$ cat config.mk
export PLATFORM = sky130hd
export DESIGN_NAME = fifo_xp_chain
export DESIGN_NICKNAME = d
export VERILOG_FILES = /design/src/rtl/fifo_xp_pkg.sv /design/src/rtl/fifo_xp_ram.sv /design/src/rtl/fifo_xp_node.sv /design/src/rtl/fifo_xp_merge.sv /design/src/rtl/fifo_xp_chain.sv
export SDC_FILE = /design/constraint.sdc
export NUM_CORES = 1
export LEC_CHECK = 0
export BUFFER_PORTS_ARGS = -buffer_cell sky130_fd_sc_hd__buf_2
export CORE_AREA = 2 2 269 271
export DETAILED_ROUTE_END_ITERATION = 10
export DIE_AREA = 0 0 271 273
export GPL_TIMING_DRIVEN = 0
export HOLD_SLACK_MARGIN = 0.15
export PLACE_DENSITY = 0.44
export SLEW_MARGIN = 20
export SYNTH_ARGS = -nofsm -noshare
export SYNTH_HDL_FRONTEND = slang
export SYNTH_SLANG_ARGS = --single-unit
$ cat constraint.sdc
create_clock -name clk -period 8.2 [get_ports clk]
set_clock_uncertainty 0.2 [all_clocks]
set_input_delay 1.64 -clock clk [delete_from_list [all_inputs] [get_ports clk]]
set_output_delay 1.64 -clock clk [all_outputs]
set_load 0.01 [all_outputs]
$ cat src/rtl/fifo_xp_pkg.sv
package fifo_xp_pkg;
  // Expansion link between neighbouring slices: active-low pulse plus
  // qualifiers naming which token is handed over.
  typedef struct packed {
    logic pulse_n;
    logic wr;
    logic rd;
  } xp_link_t;

  localparam xp_link_t LINK_IDLE   = '{pulse_n: 1'b1, wr: 1'b0, rd: 1'b0};
  localparam xp_link_t LINK_GROUND = '{pulse_n: 1'b0, wr: 1'b0, rd: 1'b0};
endpackage

$ cat src/rtl/fifo_xp_ram.sv
module fifo_xp_ram #(
  parameter int W     = 9,
  parameter int DEPTH = 16,
  localparam int AW   = $clog2(DEPTH)
) (
  input  logic          clk,
  input  logic          we,
  input  logic [AW-1:0] waddr,
  input  logic [W-1:0]  wdata,
  input  logic          re,
  input  logic [AW-1:0] raddr,
  output logic [W-1:0]  rdata
);
  logic [W-1:0] mem [DEPTH];

  always_ff @(posedge clk) begin
    if (we) mem[waddr] <= wdata;
  end

  always_ff @(posedge clk) begin
    if (re) rdata <= mem[raddr];
  end
endmodule

$ cat src/rtl/fifo_xp_node.sv
module fifo_xp_node
  import fifo_xp_pkg::*;
#(
  parameter int W     = 9,
  parameter int DEPTH = 16,
  localparam int AW   = $clog2(DEPTH),
  localparam int CW   = $clog2(DEPTH + 1),
  localparam int HALF = DEPTH / 2
) (
  input  logic     clk,
  input  logic     rst,
  input  logic     first_load_n,
  input  xp_link_t link_in,
  output xp_link_t link_out,
  input  logic     wr_en,
  input  logic     rd_en,
  input  logic [W-1:0] din,
  output logic [W-1:0] q,
  output logic     q_vld,
  output logic     empty_n,
  output logic     full_n,
  output logic     wr_owner,
  output logic     rd_owner,
  output logic     solo_mode
);
  logic          solo_q, wtok, rtok, vld_q;
  logic [AW-1:0] wptr, rptr;
  logic [CW-1:0] cnt, cnt_nx;
  logic [W-1:0]  ram_q;
  logic          take_w, take_r, do_wr, do_rd, last_w, last_r, pass_w, pass_r;

  // A hand-off pulse grants ownership in the same cycle it is seen.
  assign take_w   = !solo_q && !link_in.pulse_n && link_in.wr;
  assign take_r   = !solo_q && !link_in.pulse_n && link_in.rd;
  assign wr_owner = solo_q || wtok || take_w;
  assign rd_owner = solo_q || rtok || take_r;

  assign do_wr  = wr_en && wr_owner && (cnt != CW'(DEPTH));
  assign do_rd  = rd_en && rd_owner && (cnt != '0);
  assign last_w = (wptr == AW'(DEPTH - 1));
  assign last_r = (rptr == AW'(DEPTH - 1));
  assign pass_w = !solo_q && do_wr && last_w;
  assign pass_r = !solo_q && do_rd && last_r;
  assign cnt_nx = cnt + CW'(do_wr) - CW'(do_rd);

  fifo_xp_ram #(.W(W), .DEPTH(DEPTH)) u_ram (
    .clk   (clk),
    .we    (do_wr),
    .waddr (wptr),
    .wdata (din),
    .re    (do_rd),
    .raddr (rptr),
    .rdata (ram_q)
  );

  always_ff @(posedge clk) begin
    if (rst) begin
      solo_q   <= !link_in.pulse_n;
      wtok     <= !first_load_n;
      rtok     <= !first_load_n;
      wptr     <= '0;
      rptr     <= '0;
      cnt      <= '0;
      empty_n  <= 1'b0;
      full_n   <= 1'b1;
      vld_q    <= 1'b0;
      link_out <= LINK_IDLE;
    end else begin
      wtok    <= (wtok || take_w) && !pass_w;
      rtok    <= (rtok || take_r) && !pass_r;
      if (do_wr) wptr <= last_w ? '0 : wptr + 1'b1;
      if (do_rd) rptr <= last_r ? '0 : rptr + 1'b1;
      cnt     <= cnt_nx;
      empty_n <= (cnt_nx != '0);
      full_n  <= (cnt_nx != CW'(DEPTH));
      vld_q   <= do_rd;
      if (solo_q) begin
        link_out.pulse_n <= !(cnt_nx > CW'(HALF));
        link_out.wr      <= 1'b0;
        link_out.rd      <= 1'b0;
      end else begin
        link_out.pulse_n <= !(pass_w || pass_r);
        link_out.wr      <= pass_w;
        link_out.rd      <= pass_r;
      end
    end
  end

  assign q         = ram_q & {W{vld_q}};
  assign q_vld     = vld_q;
  assign solo_mode = solo_q;
endmodule

$ cat src/rtl/fifo_xp_merge.sv
module fifo_xp_merge #(
  parameter int W    = 9,
  parameter int NDEV = 3
) (
  input  logic [NDEV-1:0]        empty_n_v,
  input  logic [NDEV-1:0]        full_n_v,
  input  logic [NDEV-1:0]        vld_v,
  input  logic [NDEV-1:0][W-1:0] q_v,
  input  logic                   solo,
  input  logic                   hf0_n,
  output logic [W-1:0]           dout,
  output logic                   dout_vld,
  output logic                   empty_n,
  output logic                   full_n,
  output logic                   half_n
);
  always_comb begin
    dout = '0;
    for (int i = 0; i < NDEV; i++) dout = dout | q_v[i];
  end

  assign dout_vld = |vld_v;
  assign empty_n  = |empty_n_v;
  assign full_n   = solo ? full_n_v[0] : |full_n_v;
  assign half_n   = solo ? hf0_n : 1'b1;
endmodule

$ cat src/rtl/fifo_xp_chain.sv
module fifo_xp_chain
  import fifo_xp_pkg::*;
#(
  parameter int W     = 9,
  parameter int DEPTH = 16,
  parameter int NDEV  = 3
) (
  input  logic         clk,
  input  logic         rst,
  input  logic         solo_strap,
  input  logic         wr_en,
  input  logic         rd_en,
  input  logic [W-1:0] din,
  output logic [W-1:0] dout,
  output logic         dout_vld,
  output logic         empty_n,
  output logic         full_n,
  output logic         half_n
);
  xp_link_t lnk_out [NDEV];
  xp_link_t lnk_in  [NDEV];
  logic [NDEV-1:0]        empty_n_v, full_n_v, vld_v, own_w_v, own_r_v, mode_v;
  logic [NDEV-1:0]        lnk_pn_v, lnk_wr_v, lnk_rd_v;
  logic [NDEV-1:0][W-1:0] q_v;
  logic                   ground0;

  // Slice 0's expansion input is grounded by the strap during reset and by
  // the latched mode afterwards, so a late strap change cannot break the ring.
  assign ground0 = rst ? solo_strap : mode_v[0];

  for (genvar i = 0; i < NDEV; i++) begin : g_slice
    if (i == 0) begin : g_head
      assign lnk_in[i] = ground0 ? LINK_GROUND : lnk_out[NDEV-1];
    end else begin : g_tail
      assign lnk_in[i] = lnk_out[i-1];
    end

    fifo_xp_node #(.W(W), .DEPTH(DEPTH)) u_node (
      .clk          (clk),
      .rst          (rst),
      .first_load_n (i != 0),
      .link_in      (lnk_in[i]),
      .link_out     (lnk_out[i]),
      .wr_en        (wr_en),
      .rd_en        (rd_en),
      .din          (din),
      .q            (q_v[i]),
      .q_vld        (vld_v[i]),
      .empty_n      (empty_n_v[i]),
      .full_n       (full_n_v[i]),
      .wr_owner     (own_w_v[i]),
      .rd_owner     (own_r_v[i]),
      .solo_mode    (mode_v[i])
    );

    assign lnk_pn_v[i] = lnk_out[i].pulse_n;
    assign lnk_wr_v[i] = lnk_out[i].wr;
    assign lnk_rd_v[i] = lnk_out[i].rd;
  end

  fifo_xp_merge #(.W(W), .NDEV(NDEV)) u_merge (
    .empty_n_v (empty_n_v),
    .full_n_v  (full_n_v),
    .vld_v     (vld_v),
    .q_v       (q_v),
    .solo      (mode_v[0]),
    .hf0_n     (lnk_out[0].pulse_n),
    .dout      (dout),
    .dout_vld  (dout_vld),
    .empty_n   (empty_n),
    .full_n    (full_n),
    .half_n    (half_n)
  );
endmodule

==> results of run 1 <==
-- through the flow --
step	cell area [µm²]	setup slack, ps
floorplan	21160	4034
global placement	22480	3246
detailed placement	22510	3253
CTS	24360	3885
global route	24420	3634
finish	24420	3872
-- flip-flops by register name, summed over array words and instances, names as in the netlist --
| signal | cells |
|---|---|
| g_slice.u_node.cnt | 15 |
| g_slice.u_node.empty_n | 3 |
| g_slice.u_node.full_n | 3 |
| g_slice.u_node.link_out | 9 |
| g_slice.u_node.q_vld | 3 |
| g_slice.u_node.rptr | 12 |
| g_slice.u_node.rtok | 3 |
| g_slice.u_node.solo_mode | 3 |
| g_slice.u_node.u_ram.mem | 432 |
| g_slice.u_node.u_ram.rdata | 27 |
| g_slice.u_node.wptr | 12 |
| g_slice.u_node.wtok | 3 |
-- layer usage --
layer | global-route usage (%) | vias up | part of all wire [%]
met1 | 18.74 | 5538 | 46
met2 | 22.58 | 232 | 48
met4 | 3.635 | 4 | 2.1
li1 | - | 4860 | -
met3 | 2.733 | 75 | 4.7
met5 | 0 | - | 0.045
-- cells in the mapped netlist (all sizes together) (4+ instances only) --
master    n  share of area [%]
nand2    10               0.18
nand3b    4               0.14
nor3     11               0.26
inv      43               0.81
nor2     20               0.35
a211oi   30                1.1
mux2i    29                1.4
a31oi     7               0.21
and2     15               0.44
a222oi    9               0.43
ha       32                1.9
and3     54                1.6
xnor2     6               0.25
clkbuf   30               0.53
edfxtp  462                 66
a41oi     4               0.17
buf      28               0.77
xor2      8               0.33
nand4     4               0.12
nor2b    45                1.3
o311ai    4               0.33
o31ai     4               0.14
dfxtp    63                6.0
o21ai    20               0.47
a21oi    53                1.3
mux4    108                 11
nand3     6               0.14
or3      11               0.35
-- layout make-up --
class                      instances  area, µm²
fill                            6715      46580
sequential                       525      15130
multi-input combinational        536       5590
clock buffer                      84       1629
tap                              950       1189
buffer                            58      275.3
clock inverter                    21      226.5
timing repair buffer              30      200.2
inverter                          43      171.4
antenna                            1      2.502
-- cell usage in the layout, fill, tap and decap left out, types with 4 or more instances in the layout --
master,count
edfxtp_1,462
clkinv_1,9
nand4_1,4
a21oi_1,52
mux2i_1,29
clkinv_2,5
nor3_1,9
nor2b_1,45
clkbuf_8,8
dfxtp_1,63
clkbuf_1,48
or3_1,7
and2_1,15
ha_1,32
a211oi_1,29
a41oi_1,4
bufinv_16,4
inv_1,41
nand2_1,10
xor2_1,8
a222oi_1,9
clkbuf_16,58
a31oi_1,7
nor2_1,19
and3_1,54
buf_4,13
or3_2,4
mux4_2,108
o21ai_0,19
nand3b_1,4
inv_6,4
xnor2_1,6
o31ai_1,4
nand3_1,6
buf_2,39
-- final timing paths --
| kind | from | cells after the start | endpoint |
|---|---|---|---|
| max reg2reg | g_slice[0].u_node.cnt[2]$_SDFF_PP0_ | 13 | g_slice[0].u_node.full_n$_SDFF_PP1_ |
| min | g_slice[1].u_node.link_out[2]$_SDFF_PP1_ | 1 | g_slice[2].u_node.solo_mode$_DFFE_PP_ |
| min reg2reg | g_slice[1].u_node.link_out[2]$_SDFF_PP1_ | 1 | g_slice[2].u_node.solo_mode$_DFFE_PP_ |
| max | rst | 12 | g_slice[0].u_node.full_n$_SDFF_PP1_ |
-- cells by family (layout without fill, tap and decap cells) --
family                     count (synthesis)  after routing  share of synthesized area (%)
and+or+nand+nor                          200            200                          5.777
buffers and inverters                    101            236                          2.111
muxes                                    137            137                          12.87
xor gates and xnor gates                  14             14                         0.5795
other                                      0              1                              0
DFF                                      525            525                          71.53
adders and majority gates                 35             35                          2.176
AOI/OAI and AO/OA                        150            150                          4.961
-- where the power goes --
group / total (mW) / switching (mW) / leakage (nW) / internal [mW]
logic: 1.14 / 0.659 / 2.30 / 0.482
clock network: 2.54 / 1.05 / 0.904 / 1.50
registers: 3.12 / 0.0739 / 4.69 / 3.05
total: 6.81 / 1.78 / 7.90 / 5.03
-- worst max-delay path, cell delays in order --
cell,delay (ps)
buf_2,210
a21oi_4,120
a211oi_1,350
buf_2,300
or3_1,210
nand2_1,80
ha_1,220
fa_1,430
xnor2_1,190
nor3b_1,400
nand3_1,130
or3_1,310
==> impl_metrics.env, run 1 <==
export IMPL_start_util_pct=29.80
export IMPL_powerDensity_nw_per_um2=278.8
export IMPL_total_power_mw=6.809
export IMPL_grt_ovfl_total=0
export IMPL_period_share_pct=52.78
export IMPL_end_kind="register"
export IMPL_slew_viol_final=0
export IMPL_synth_edf_count=462
export IMPL_io_pins=27
export IMPL_avgSynthCellArea_um2=18.21
export IMPL_routed_wl_mm=51.24
export IMPL_num_vias=10710
export IMPL_syn_instance_count=1162
export IMPL_track_usage_pct=13.79
export IMPL_final_cell_count_no_fill=2248
export IMPL_synth_seq_cells=525
export IMPL_outcome="finished clean"
export IMPL_cts_setup_buffers=0
export IMPL_wire_per_inst_um=22.79
export IMPL_cts_buffer_depth=3
export IMPL_drtIter0Drc=732
export IMPL_clock_latency_ps=630
export IMPL_antenna_found_initial=4
export IMPL_cts_tree="built"
export IMPL_drive_gt1_share_pct=20.20
export IMPL_yosysWarnings=0
export IMPL_cts_repair_resize_count=0
export IMPL_ir_worst_vdd_mv=0.1675
export IMPL_cts_buffers=57
export IMPL_drv_cap=0
export IMPL_fp_row_count=98
export IMPL_port_buffers=26
export IMPL_core_area_um2=71000
export IMPL_hp_class="register to register"
export IMPL_die_w_um=271
export IMPL_viasPerCell=4.764
export IMPL_final_util_pct=34.39
export IMPL_grt_pass1_vias=11050
export IMPL_ant_nets=0
export IMPL_root_buffer="clkbuf_16"
export IMPL_ys_types=61
export IMPL_power_leakage_nw=7.898
export IMPL_slew_headroom_pct=28.88
export IMPL_finalSetupTns_ps=0
export IMPL_grt_max_degree=49
export IMPL_reg2reg_slack_ps=4320
export IMPL_cp_data_arrival_time_ps=4600
export IMPL_crit_fanout=10
export IMPL_drc=0
export IMPL_ys_flop_type="edfxtp_1"
export IMPL_worstPathRequired_ps=8480
export IMPL_period_needed_ps=4328
export IMPL_layout_nets=1300
export IMPL_yosysSeqAreaShare_pct=71.53
export IMPL_dieHeight_um=273
export IMPL_gp_congestion=0.8115
export IMPL_syn2layout_area_growth_pct=15.40
export IMPL_grt_pass1_wl_mm=75.03
export IMPL_path_clk_slew_ps=60
export IMPL_cts_hold_buf=0
export IMPL_cts_htree_levels=2
export IMPL_hpwl_mm=32.78
export IMPL_cts_sinks=525
export IMPL_hold_viol_final=0
export IMPL_rsz0062_at_grt="no"
export IMPL_max_freq_ghz=0.2311
export IMPL_async_flop_share_pct=0
export IMPL_finalSetupViolCount=0
export IMPL_worst_slew_pin_slew_ps=1067
export IMPL_critical_path_class="input port to register"
export IMPL_start_kind="input port"
export IMPL_dp_cells=2140
export IMPL_worst_hold_slack_ps=281.3
export IMPL_syn_cell_area_um2=21160
export IMPL_dr_pass1_iters=5
export IMPL_synth_nets=1211
export IMPL_die_area_um2=73980
No activity file was read; power rests on OpenSTA's default activity.
==> run 2, diff against run 1 <==
--- a/config.mk
+++ b/config.mk
@@ -11,7 +11,7 @@
 export DIE_AREA = 0 0 271 273
 export GPL_TIMING_DRIVEN = 0
 export HOLD_SLACK_MARGIN = 0.15
-export PLACE_DENSITY = 0.44
+export PLACE_DENSITY = 0.45
 export SLEW_MARGIN = 20
 export SYNTH_ARGS = -nofsm -noshare
 export SYNTH_HDL_FRONTEND = slang
==> constraint.sdc (replaced) <==
create_clock -name clk -period 3.9 [get_ports clk]
set_clock_uncertainty 0.2 [all_clocks]
set_input_delay 0.78 -clock clk [delete_from_list [all_inputs] [get_ports clk]]
set_output_delay 0.78 -clock clk [all_outputs]
set_load 0.01 [all_outputs]
==> impl_metrics.env, run 2 (synthesis gave the netlist of run 1 again) <==
export IMPL_die_area_um2=73980
export IMPL_period_needed_ps=3598
export IMPL_largest_register_ffs=432
export IMPL_drive_gt1_share_pct=20.17
export IMPL_hp_class="register to register"
export IMPL_grt_pass1_vias=11280
export IMPL_track_usage_pct=13.79
export IMPL_layout_nets=1298
export IMPL_worstPathRequired_ps=4170
export IMPL_finalSetupViolCount=0
export IMPL_crit_fanout=10
export IMPL_cp_num_buf_inv=2
export IMPL_dp_cells=2140
export IMPL_gp_congestion=0.7927
export IMPL_cts_buffers=57
export IMPL_powerDensity_nw_per_um2=582.4
export IMPL_drtIter0Drc=796
export IMPL_die_w_um=271
export IMPL_max_stage_delay_ps=480
export IMPL_fill_cells=6731
export IMPL_slew_viol_final=0
export IMPL_max_freq_ghz=0.2779
export IMPL_rsz0062_at_grt="no"
export IMPL_wire_per_inst_um=22.42
export IMPL_hold_viol_final=0
export IMPL_outcome="finished clean"
export IMPL_reg_largest_list="g_slice.u_node.u_ram.mem x432, g_slice.u_node.u_ram.rdata x27, g_slice.u_node.cnt x15"
export IMPL_cts_buffer_depth=3
export IMPL_core_area_um2=71000
export IMPL_drv_cap=0
export IMPL_total_power_mw=14.17
export IMPL_grt_max_degree=49
export IMPL_critPathTopFamily="simple AND/OR/NAND/NOR gates"
export IMPL_hpwl_mm=32.09
export IMPL_cts_htree_levels=2
export IMPL_cts_sinks=525
export IMPL_start_util_pct=29.80
export IMPL_slew_headroom_pct=28.12
export IMPL_path_clk_slew_ps=60
export IMPL_io_pins=27
export IMPL_root_buffer="clkbuf_16"
export IMPL_top_register="g_slice.u_node.u_ram.mem"
export IMPL_antenna_found_initial=2
export IMPL_drc=0
export IMPL_num_vias=10740
export IMPL_port_buffers=26
export IMPL_end_kind="register"
export IMPL_grt_pass1_wl_mm=75.32
export IMPL_grt_ovfl_total=0
export IMPL_worst_slew_pin_slew_ps=1078
export IMPL_period_share_pct=92.26
export IMPL_dieHeight_um=273
export IMPL_syn2layout_area_growth_pct=14.95
export IMPL_ir_worst_vdd_mv=0.3162
export IMPL_layout_common_cells="edfxtp_1, mux4_2, dfxtp_1"
export IMPL_dr_pass1_iters=6
export IMPL_slowest_stage="or3b_2"
export IMPL_final_util_pct=34.26
export IMPL_crit_chain="inv_1 -> ha_1 -> or3b_2 -> o21ai_2 -> clkbuf_4 -> or3_1 -> nand2_1 -> ha_1 -> fa_1 -> xnor2_1 -> nor3b_4 -> nand3_1 -> or3_1"
export IMPL_critical_path_class="register to register"
export IMPL_cp_data_arrival_time_ps=3870
export IMPL_viasPerCell=4.776
export IMPL_power_leakage_nw=7.841
export IMPL_final_cell_count_no_fill=2248
export IMPL_cts_tree="built"
export IMPL_routed_wl_mm=50.39
export IMPL_layout_commonest_cell="edfxtp_1"
export IMPL_start_kind="register"
export IMPL_ant_nets=0
export IMPL_clock_latency_ps=600
export IMPL_fp_row_count=98
export IMPL_worst_hold_slack_ps=268.8
run 2: cell count changes in the layout (fill, tap and decap cells not counted), sizes merged:
| cell | before | now |
|---|---|---|
| clkbuf | 114 | 104 |
| clkinvlp | 0 | 3 |
| bufinv | 4 | 5 |
| clkinv | 15 | 21 |
| diode | 1 | 4 |
| buf | 58 | 55 |
run 2: report_power, final:
part / total (mW) / switching (mW) / leakage [nW] / internal [mW]
combinational: 2.38 / 1.35 / 2.29 / 1.03
clock: 5.20 / 2.18 / 0.863 / 3.02
sequential: 6.59 / 0.174 / 4.69 / 6.42
total: 14.2 / 3.70 / 7.84 / 10.5
run 2: path summary, 6_finish.rpt:
path | start | end | slack [ps] | depth (start not counted)
worst max-delay path | g_slice[0].u_node.cnt[3]$_SDFF_PP0_ | g_slice[0].u_node.full_n$_SDFF_PP1_ | 300 | 13
worst min-delay path | g_slice[1].u_node.link_out[2]$_SDFF_PP1_ | g_slice[2].u_node.solo_mode$_DFFE_PP_ | 270 | 1
worst max register to register | g_slice[0].u_node.cnt[3]$_SDFF_PP0_ | g_slice[0].u_node.full_n$_SDFF_PP1_ | 300 | 13
worst min register to register | g_slice[1].u_node.link_out[2]$_SDFF_PP1_ | g_slice[2].u_node.solo_mode$_DFFE_PP_ | 270 | 1
run 2: per-stage QoR:
stage	TNS, ps	instance area (µm²)	setup WS (ps)
detailed placement	-105.5	22510	-105.5
global placement	-123.5	22480	-123.5
finish	0	24320	301.9
global route	0	24310	58.52
floorplan	0	21160	587.7
CTS	0	24290	51.53
run 2: cell type report:
type	instances	area [µm²]	share of cell area (%)
Clock buffer	73	1486	6.111
Inverter	43	171.4	0.7047
Antenna cell	4	10.01	0.04115
Tap cell	950	1189	4.887
Clock inverter	31	296.5	1.219
Timing Repair Buffer	28	152.6	0.6276
Multi-Input combinational cell	536	5605	23.05
Buffer	58	277.8	1.142
Sequential cell	525	15130	62.22
run 2: repair_timing:
action                                  in CTS  in global routing
hold buffers                                 0                  0
resized for setup                            0                  4
endpoints found under the setup margin       0                  2
buffers inserted                             0                  0
run 2: per-layer routing:
layer | vias to the layer above | wire length [µm] | share of wire [%] | global-route usage, %
met1 | 5576 | 23350 | 46 | 19.25
li1 | 4884 | - | - | -
met2 | 198 | 23870 | 47 | 22.16
met5 | - | 12 | 0.024 | 0
met3 | 76 | 2068 | 4.1 | 2.355
met4 | 2 | 1083 | 2.1 | 3.896
